File: config.mk
export PLATFORM = sky130hd
export DESIGN_NAME = reset_domain_ctrl
export DESIGN_NICKNAME = d
export VERILOG_FILES = /design/src/rtl/rstc_pkg.sv /design/src/rtl/rdom_stretch.sv /design/src/rtl/cfg_capture.sv /design/src/rtl/cause_track.sv /design/src/rtl/reset_domain_ctrl.sv
export SDC_FILE = /design/constraint.sdc
export NUM_CORES = 1
export LEC_CHECK = 0
export BUFFER_PORTS_ARGS = -buffer_cell sky130_fd_sc_hd__buf_4
export CAP_MARGIN = 20
export CORE_ASPECT_RATIO = 0.8
export CORE_MARGIN = 3
export CORE_UTILIZATION = 40
export CTS_CLUSTER_SIZE = 14
export DETAILED_ROUTE_END_ITERATION = 8
export PLACE_DENSITY = 0.59
export SLEW_MARGIN = 15
export SYNTH_ARGS = -nofsm -noshare
export SYNTH_HDL_FRONTEND = slang
export SYNTH_SLANG_ARGS = --single-unit
File: constraint.sdc
create_clock -name clk_i -period 3.95 [get_ports clk_i]
set_input_delay 0.1975 -clock clk_i [delete_from_list [all_inputs] [get_ports clk_i]]
set_output_delay 0.1975 -clock clk_i [all_outputs]
set_load 0.01 [all_outputs]
File: src/rtl/rstc_pkg.sv
package rstc_pkg;

  typedef enum logic [2:0] {
    CAUSE_POR     = 3'd0,
    CAUSE_WARM    = 3'd1,
    CAUSE_WDOG    = 3'd2,
    CAUSE_EMU_MAX = 3'd3,
    CAUSE_EMU_SYS = 3'd4
  } cause_e;

  // fixed domain slots ahead of the module slots
  localparam int unsigned DOM_EMU    = 0;
  localparam int unsigned DOM_TEST   = 1;
  localparam int unsigned DOM_MEM    = 2;
  localparam int unsigned DOM_CLKPWR = 3;
  localparam int unsigned DOM_DSP    = 4;
  localparam int unsigned DOM_FIXED  = 5;

endpackage

File: src/rtl/rdom_stretch.sv
// One reset domain: asynchronous assertion, two-flop synchronous release,
// then HOLD_CYC extra cycles before the registered output rises.
module rdom_stretch #(
  parameter int unsigned HOLD_CYC = 8
) (
  input  logic clk_i,
  input  logic req_i,
  output logic rst_n_o
);

  localparam int unsigned CNT_W = $clog2(HOLD_CYC + 1);
  localparam logic [CNT_W-1:0] CNT_END = CNT_W'(HOLD_CYC);

  logic             arst_n;
  logic [1:0]       sync_q;
  logic [CNT_W-1:0] cnt_q, cnt_d;
  logic             cnt_en;
  logic             out_q, out_d;

  assign arst_n = ~req_i;

  always_comb begin
    cnt_en = sync_q[1] && (cnt_q != CNT_END);
    cnt_d  = cnt_q;
    if (cnt_en) begin
      cnt_d = cnt_q + 1'b1;
    end
    out_d = sync_q[1] && (cnt_q == CNT_END);
  end

  always_ff @(posedge clk_i or negedge arst_n) begin
    if (!arst_n) begin
      sync_q <= 2'b00;
      cnt_q  <= '0;
      out_q  <= 1'b0;
    end else begin
      sync_q <= {sync_q[0], 1'b1};
      cnt_q  <= cnt_d;
      out_q  <= out_d;
    end
  end

  assign rst_n_o = out_q;

endmodule

File: src/rtl/cfg_capture.sv
// Boot/config capture: armed by power-on or warm reset, fires once when
// the memory domain leaves reset.
module cfg_capture #(
  parameter int unsigned CFG_W = 8
) (
  input  logic             clk_i,
  input  logic             por_n_i,
  input  logic             pw_n_i,
  input  logic             dom_rst_n_i,
  input  logic [CFG_W-1:0] pins_i,
  output logic             strobe_o,
  output logic [CFG_W-1:0] cfg_o
);

  logic             pend_q, pend_d;
  logic             prev_q;
  logic             strobe;
  logic [CFG_W-1:0] cfg_q;

  always_comb begin
    strobe = dom_rst_n_i && !prev_q && pend_q;
    pend_d = pend_q;
    if (strobe) begin
      pend_d = 1'b0;
    end
  end

  // armed asynchronously by either relatching source
  always_ff @(posedge clk_i or negedge pw_n_i) begin
    if (!pw_n_i) begin
      pend_q <= 1'b1;
    end else begin
      pend_q <= pend_d;
    end
  end

  always_ff @(posedge clk_i or negedge por_n_i) begin
    if (!por_n_i) begin
      prev_q <= 1'b0;
    end else begin
      prev_q <= dom_rst_n_i;
    end
  end

  always_ff @(posedge clk_i) begin
    if (strobe) begin
      cfg_q <= pins_i;
    end
  end

  assign strobe_o = strobe;
  assign cfg_o    = cfg_q;

endmodule

File: src/rtl/cause_track.sv
module cause_track
  import rstc_pkg::*;
(
  input  logic   clk_i,
  input  logic   por_n_i,
  input  logic   warm_n_i,
  input  logic   wdog_i,
  input  logic   emax_i,
  input  logic   esys_i,
  output cause_e cause_o
);

  logic [1:0] wsync_q;
  cause_e     cause_q, cause_d;

  always_comb begin
    cause_d = cause_q;
    if (!wsync_q[1])  cause_d = CAUSE_WARM;
    else if (wdog_i)  cause_d = CAUSE_WDOG;
    else if (emax_i)  cause_d = CAUSE_EMU_MAX;
    else if (esys_i)  cause_d = CAUSE_EMU_SYS;
  end

  always_ff @(posedge clk_i or negedge por_n_i) begin
    if (!por_n_i) begin
      wsync_q <= 2'b11;
      cause_q <= CAUSE_POR;
    end else begin
      wsync_q <= {wsync_q[0], warm_n_i};
      cause_q <= cause_d;
    end
  end

  assign cause_o = cause_q;

endmodule

File: src/rtl/reset_domain_ctrl.sv
module reset_domain_ctrl
  import rstc_pkg::*;
#(
  parameter int unsigned HOLD_CYC = 8,
  parameter int unsigned NUM_MOD  = 4,
  parameter int unsigned CFG_W    = 8
) (
  input  logic               clk_i,
  input  logic               por_n_i,
  input  logic               warm_n_i,
  input  logic               tst_n_i,
  input  logic               wdog_req_i,
  input  logic               emu_max_req_i,
  input  logic               emu_sys_req_i,
  input  logic [NUM_MOD-1:0] mod_rst_req_i,
  input  logic               dsp_rst_req_i,
  input  logic [CFG_W-1:0]   cfg_pins_i,
  output logic               emu_rst_n_o,
  output logic               test_rst_n_o,
  output logic               mem_rst_n_o,
  output logic               clkpwr_rst_n_o,
  output logic               dsp_rst_n_o,
  output logic [NUM_MOD-1:0] mod_rst_n_o,
  output logic               cfg_latch_o,
  output logic [CFG_W-1:0]   cfg_q_o,
  output logic [2:0]         cause_o
);

  localparam int unsigned NUM_DOM = DOM_FIXED + NUM_MOD;

  logic               por_act, warm_act, max_act, chip_act, soft_act;
  logic               pw_n;
  logic [NUM_DOM-1:0] dom_req;
  logic [NUM_DOM-1:0] dom_rst_n;
  cause_e             cause;

  always_comb begin
    por_act  = ~por_n_i;
    warm_act = ~warm_n_i;
    max_act  = wdog_req_i | emu_max_req_i;
    chip_act = por_act | warm_act | max_act;
    soft_act = chip_act | emu_sys_req_i;
    pw_n     = por_n_i & warm_n_i;

    dom_req             = '0;
    dom_req[DOM_EMU]    = por_act;
    dom_req[DOM_TEST]   = ~(tst_n_i & por_n_i);
    dom_req[DOM_MEM]    = chip_act;
    dom_req[DOM_CLKPWR] = chip_act;
    dom_req[DOM_DSP]    = soft_act | dsp_rst_req_i;
    for (int m = 0; m < NUM_MOD; m++) begin
      dom_req[DOM_FIXED+m] = soft_act | mod_rst_req_i[m];
    end
  end

  for (genvar d = 0; d < NUM_DOM; d++) begin : g_dom
    rdom_stretch #(.HOLD_CYC(HOLD_CYC)) u_dom (
      .clk_i   (clk_i),
      .req_i   (dom_req[d]),
      .rst_n_o (dom_rst_n[d])
    );
  end

  cfg_capture #(.CFG_W(CFG_W)) u_cfg (
    .clk_i       (clk_i),
    .por_n_i     (por_n_i),
    .pw_n_i      (pw_n),
    .dom_rst_n_i (dom_rst_n[DOM_MEM]),
    .pins_i      (cfg_pins_i),
    .strobe_o    (cfg_latch_o),
    .cfg_o       (cfg_q_o)
  );

  cause_track u_cause (
    .clk_i    (clk_i),
    .por_n_i  (por_n_i),
    .warm_n_i (warm_n_i),
    .wdog_i   (wdog_req_i),
    .emax_i   (emu_max_req_i),
    .esys_i   (emu_sys_req_i),
    .cause_o  (cause)
  );

  assign emu_rst_n_o    = dom_rst_n[DOM_EMU];
  assign test_rst_n_o   = dom_rst_n[DOM_TEST];
  assign mem_rst_n_o    = dom_rst_n[DOM_MEM];
  assign clkpwr_rst_n_o = dom_rst_n[DOM_CLKPWR];
  assign dsp_rst_n_o    = dom_rst_n[DOM_DSP];
  assign mod_rst_n_o    = dom_rst_n[NUM_DOM-1:DOM_FIXED];
  assign cause_o        = cause;

endmodule

==> run metrics, run 1 <==
Lkg Pwr=1.82 nW; share of the synthesized area in the top cell type=52.7%; Setup CP Type=reg2out; ratio of cells with drive above 1 in the final layout=27.6%; routed vias/inst=4.45; final core utilization=51.7%; Layout Cells excl Fill=413; area leader, netlist=dfrtp_1; nets=341; CTS sink count=76; Netlist Area Pre-Place=3090 um^2; Critical Path Fanout Max=9; Pre-antenna DRT Iters=4; clock skew=5.31 ps; Final period util=42.0%; count of input and output buffers=40; min Tclk post-route=1660 ps; cells after synthesis=237; RR Endpoint=g_dom[4].u_dom.cnt_q[1]; outcome=finished clean; fin. max-slew vios=0; Synth Area in Adders=7.29%; DP Cell Count=384; CTS tree=yes; Tot GR Track Use=12.3%; fmax=0.603 GHz; Fillers=659; Distinct cells, synth=22; XOR/XNOR share of the synthesized area=5.10%; area of the die=8820 um^2; simple logic cell fraction of the synthesized area=11.5%; clk buf depth=2; Worst path slowest cell=dfstp_2; predominant post-synthesis flop cell=dfrtp_1; Diodes inserted=0; main combinational cell family by area after synthesis=simple AND/OR/NAND/NOR gates; register area=1950 um^2; Post-synth EDFFs=8; total vias in the final route=1,837; die height=84.6 um; largest net degree at the start of global routing=18; Num CTS Buffers=9; post-synthesis mux area share=4.37%; P&R area growth vs syn=24.8%; ys async rst share=89.5%; Reg-to-Reg Start=g_dom[4].u_dom.cnt_q[0]; hpwl dp=3450 um; Ports=41; chip width=104 um; Critical path buffers and inverters=1; final setup TNS=0 ps; register area share after synthesis=63.0%; crit-path max cell delay=530 ps; CP endpoint kind=output pin; row cnt=28; unrepaired setup endpoints after global routing=false; worst reg-to-reg path cell count=5; Hold Vio Cnt, Final=0; r2r setup slk=2590 ps; largest cells by area after synthesis=dfrtp_1 53%, edfxtp_1 7.8%, ha_1 7.3%, xnor2_1 5.1%, mux2_4 4.4%; Req. time, crit path=3750 ps; Core Region=7460 um^2; Overflow after GRT=0; Skew-Pair Late Insertion Delay=340 ps; hold endpoint=u_cause.cause_o[2]; H-tree lvl count=3; Initial Utilization=41.4%; drt initial violations=38; Synth Area in Compound Gates=4.98%; initial antenna violation count=0; Clock Tree Root=clkbuf_8; Final Setup Violations=0; Critical Path AT=1460 ps; hold wc startpoint=wdog_req_i; Slew headroom=61.7%; Min Hold Slack=23.7 ps; drc violations=0; Yosys reg bits=76; Wirelength per Cell=11.5 um; clock-pin slew on the worst setup and hold paths=70 ps; GPL Wtd Cong=0.801; Crit path max-delay family=flip-flops; Worst VDD drop=0.297 mV; MaxCap Viol Count=0; hold path cells=2; Setup Fix Bufs, Post-CTS=0; pin slew with the least headroom to its limit=572 ps; multi-input logic area=1060 um^2; Final ANT Viol Nets=0; Routed WL=4760 um; worst min-delay path category=in2reg; global-route wire length before repair=8470 um; crit path launch type=flip-flop; vias in the first global route=1,862; Post-Syn Area per Cell=13.0 um^2; pwr/cell area=645 nW/um^2; CP Cell Sequence=and3_1 > buf_4; Yosys warnings=0
-- sequential cells by signal, indices dropped and copies added (netlist names) --
name                 flops
u_cfg.cfg_o              8
g_dom.u_dom.cnt_q       36
g_dom.u_dom.rst_n_o      9
g_dom.u_dom.sync_q      16
u_cause.wsync_q          2
u_cfg.pend_q             1
u_cfg.prev_q             1
u_cause.cause_o          3
-- cells in the mapped netlist (all sizes together) (2+ instances only) --
cell type,instances
a21boi,2
and2,2
and3,2
buf,5
dfrtp,65
dfstp,3
edfxtp,8
ha,18
inv,20
mux2,9
nand2,28
nand3,9
nand4,10
nor2,6
nor3b,9
o21ai,20
xnor2,18
-- power by group --
part	internal [mW]	switching, mW
Combinational	0.359	0.254
Clock	0.355	0.272
Sequential	1.01	0.231
-- cell families after synthesis --
logic type | count (synthesis)
compound gates | 23
flops | 76
xor+xnor | 18
other cells | 1
buf+inv | 25
fa+ha+maj | 18
simple gates | 67
mux | 9
-- through the flow --
stage	power, mW	setup WS, ps	cell area [um^2]
final	2.49	2290	3860
after global routing	2.70	2160	3860
after CTS	2.53	2260	3810
after detailed placement	1.87	2580	3510
after global placement	1.86	2610	3510
after floorplan	1.72	2700	3120
-- worst reg2reg max path: cells and delay by family, from the launching register on --
kind	cells	cell delay [ps]
DFF	1	440
muxes	1	310
AOI/OAI and AO/OA	1	180
adders and majority gates	1	160
buffers and inverters	1	80
and+or+nand+nor	1	80
-- final cells by class --
class / count / share of cell area (%)
well taps: 105 / 3.41
repair buffers: 53 / 11.2
flip-flops and latches: 76 / 50.5
inverters: 20 / 1.95
multi-input cells: 143 / 27.4
clock buffers: 10 / 3.31
clock inverters: 6 / 2.30
-- worst max path at each step --
stage                                  from  cells after the start                 endpoint
finish                         u_cfg.pend_q                      2              cfg_latch_o
global route                   u_cfg.pend_q                      2              cfg_latch_o
CTS                            u_cfg.pend_q                      2              cfg_latch_o
detailed placement               wdog_req_i                      4  g_dom[6].u_dom.cnt_q[3]
global placement    g_dom[4].u_dom.cnt_q[0]                      5  g_dom[4].u_dom.cnt_q[1]
floorplan           g_dom[7].u_dom.cnt_q[0]                      5  g_dom[7].u_dom.cnt_q[1]
-- metal layers --
metal / vias up / global-route usage, % / share of wire, %
li1: 912 / - / -
met1: 887 / 15.3 / 47
met4: 0 / 5.43 / 1.3
met3: 7 / 5.46 / 4.3
met2: 31 / 18.8 / 48
met5: - / 0 / 0
-- placed cells by master, fill, tap and decap left out, types with 10 or more instances in the layout --
cell,synthesis,routed
ha_1,18,18
nand2_1,19,19
xnor2_1,18,18
inv_1,20,20
o21ai_0,11,11
dlygate4sd3_1,0,13
dfrtp_1,65,65
buf_4,5,40
nand4_1,10,10
-- timing repair --
item,CTS,global route
hold buffers,8,5
endpoints found under the hold margin,57,5
gates resized for setup,0,0
No activity file was read; power rests on OpenSTA's default activity.
==> inputs of run 2 (changes only) <==
Settings changed: ABC_AREA set to 1.
Clock period 3.95 ns to 1.68 ns, I/O delays scaled along.
==> run 2 against run 1 <==
Area after synthesis rose by 4.8%. Final cell count rose by 27%. Hold slack improved by 100 ps. Critical path type is now in2async.
==> run metrics, run 2 <==
clock-pin slew on the worst setup and hold paths=80 ps (about the same); CTS tree=yes; area leader, netlist=dfrtp_1; initial antenna violation count=0 (unchanged); row cnt=28 (unchanged); Fillers=681 (+3.3%); Final ANT Viol Nets=0 (unchanged); vias in the first global route=2,160 (+16%); Core Region=7640 um^2 (+2.3%); Worst VDD drop=0.749 mV (+150%); r2r setup slk=530 ps (-2060 ps); Overflow after GRT=0 (unchanged); fin. max-slew vios=0 (unchanged); ratio of cells with drive above 1 in the final layout=15.5% (-12 points); max reg flops=36 (unchanged); Min Hold Slack=128 ps (+104 ps); Setup CP Type=in2async; CP endpoint kind=asynchronous set/reset pin; start point of the critical path=por_n_i; Skew-Pair Late Insertion Delay=340 ps (about the same); predominant post-synthesis flop cell=dfrtp_1; nets=453 (+33%); largest net degree at the start of global routing=16 (-2); global-route wire length before repair=9580 um (+13%); Post-Syn Area per Cell=9.66 um^2 (-26%); clock skew=7.22 ps (+1.92 ps); routed vias/inst=4.22 (-5.2%); Most flops, register=g_dom.u_dom.cnt_q; Req. time, crit path=2220 ps (-1530 ps); Clock Tree Root=clkbuf_8; pwr/cell area=1380 nW/um^2 (+110%); Final period util=83.0%; final setup TNS=0 ps (unchanged); Initial Utilization=42.4% (+0.98 points); register area share after synthesis=60.1% (-2.9 points); min Tclk post-route=1400 ps; worst min-delay path category=in2async; Hold Vio Cnt, Final=0 (unchanged); Wirelength per Cell=10.1 um (-12%); drc violations=0 (unchanged); die height=86.5 um (+2.2%); Pre-antenna DRT Iters=5 (+1); most common cell after layout, fill and taps aside=nand2_1; drt initial violations=68 (+79%); most common library cells after synthesis=88 x nand2_1, 65 x dfrtp_1, 65 x inv_1, 30 x nand3_1, 23 x nor2_1; GPL Wtd Cong=0.809 (+1.1%); Setup Fix Bufs, Post-CTS=0 (unchanged); chip width=107 um (+2.2%); Post-synth EDFFs=8 (unchanged); Lkg Pwr=2.30 nW (+26%); fmax=0.717 GHz; Final Setup Violations=0 (unchanged); total vias in the final route=2,213 (+20%); area of the die=9210 um^2 (+4.5%); Critical Path Fanout Max=15 (+6); Routed WL=5330 um (+12%); Critical Path AT=1940 ps (+480 ps); Num CTS Buffers=9 (unchanged); H-tree lvl count=3 (unchanged); P&R area growth vs syn=26.3%; Diodes inserted=0 (unchanged); Netlist Area Pre-Place=3240 um^2 (+4.8%); count of input and output buffers=40 (unchanged); hpwl dp=3810 um (+10%); Tot GR Track Use=13.2% (+0.87 points); commonest cells after routing, fill and taps aside=88 x nand2_1, 65 x inv_1, 65 x dfrtp_1; CTS sink count=76 (unchanged); cells after synthesis=335 (+41%); largest cells by area after synthesis=dfrtp_1 50%, nand2_1 10%, inv_1 7.5%, edfxtp_1 7.4%, ha_1 7.0%; ys async rst share=89.5% (unchanged); Ports=41 (unchanged); unrepaired setup endpoints after global routing=false; Yosys warnings=0 (unchanged); most frequent cell after synthesis=nand2_1; Distinct cells, synth=19 (-14%); clk buf depth=2 (unchanged); Reg-to-Reg Start=g_dom[7].u_dom.cnt_q[0]; crit path launch type=input pin; Yosys reg bits=76 (unchanged); post-CTS sizing=0 (unchanged); share of the synthesized area in the top cell type=50.3% (-2.4 points); outcome=finished clean; MaxCap Viol Count=0 (unchanged)
run 2: routing by layer:
| metal | global-route usage [%] | wire length, um | up-vias |
|---|---|---|---|
| met2 | 20.3 | 2350 | 37 |
| met4 | 4.53 | 72 | 0 |
| met5 | 0 | 0 | - |
| met1 | 17.4 | 2660 | 1002 |
| li1 | - | - | 1168 |
| met3 | 4.77 | 244 | 6 |
run 2: final cells by class:
cell class                 count  area, um^2  area share [%]
sequential                    76        1950            47.6
multi-input combinational    196        1030            25.2
timing repair buffer          67         553            13.5
inverter                      65         244            5.97
tap                          105         131            3.21
clock buffer                  10         128            3.12
clock inverter                 6        55.1            1.35
run 2: what timing repair did:
| action | in CTS | in global routing |
|---|---|---|
| endpoints found under the hold margin | 75 | 0 |
| setup endpoints to repair | 0 | 0 |
| hold buffers | 20 | 0 |
run 2: final timing paths:
check,depth (start not counted),to
setup / recovery,6,g_dom[2].u_dom.sync_q[1]
hold / removal,2,g_dom[0].u_dom.cnt_q[1]
setup reg to reg,8,g_dom[7].u_dom.cnt_q[1]
hold reg to reg,0,g_dom[0].u_dom.sync_q[1]
max in group clk_i,4,cfg_latch_o
min in group clk_i,0,g_dom[0].u_dom.sync_q[1]
run 2: critical path, stage by stage:
cell           delay (ps)
dlygate4sd3_1         520
buf_4                 220
nand2_1               120
nor3_2                170
dlygate4sd3_1         600
buf_4                 210
run 2: logic make-up after synthesis:
group,synth area share (%)
fa+ha+maj,6.96
xor+xnor,2.98
other cells,0.116
compound gates,1.47
flops,60.1
simple gates,19.6
buf+inv,8.81
run 2: where the power goes:
part	total [mW]	internal (mW)	switching, mW
sequential	2.80	2.37	0.428
combinational	1.54	0.674	0.871
clock	1.30	0.671	0.625
total	5.64	3.72	1.92
run 2: metrics by stage:
| step | util (%) | power [mW] | area [um^2] | setup slack (ps) | instances |
|---|---|---|---|---|---|
| 2_1_floorplan | - | 3.94 | 3260 | 223 | 342 |
| 3_5_place_dp | 48.5 | 4.36 | 3710 | 540 | 489 |
| 6_report | 53.5 | 5.64 | 4090 | 285 | 525 |
| 4_1_cts | 53.5 | 5.73 | 4090 | 256 | 525 |
| 3_3_place_gp | 48.5 | 4.27 | 3710 | 556 | 489 |
| 5_1_grt | 53.5 | 6.20 | 4090 | 170 | 525 |
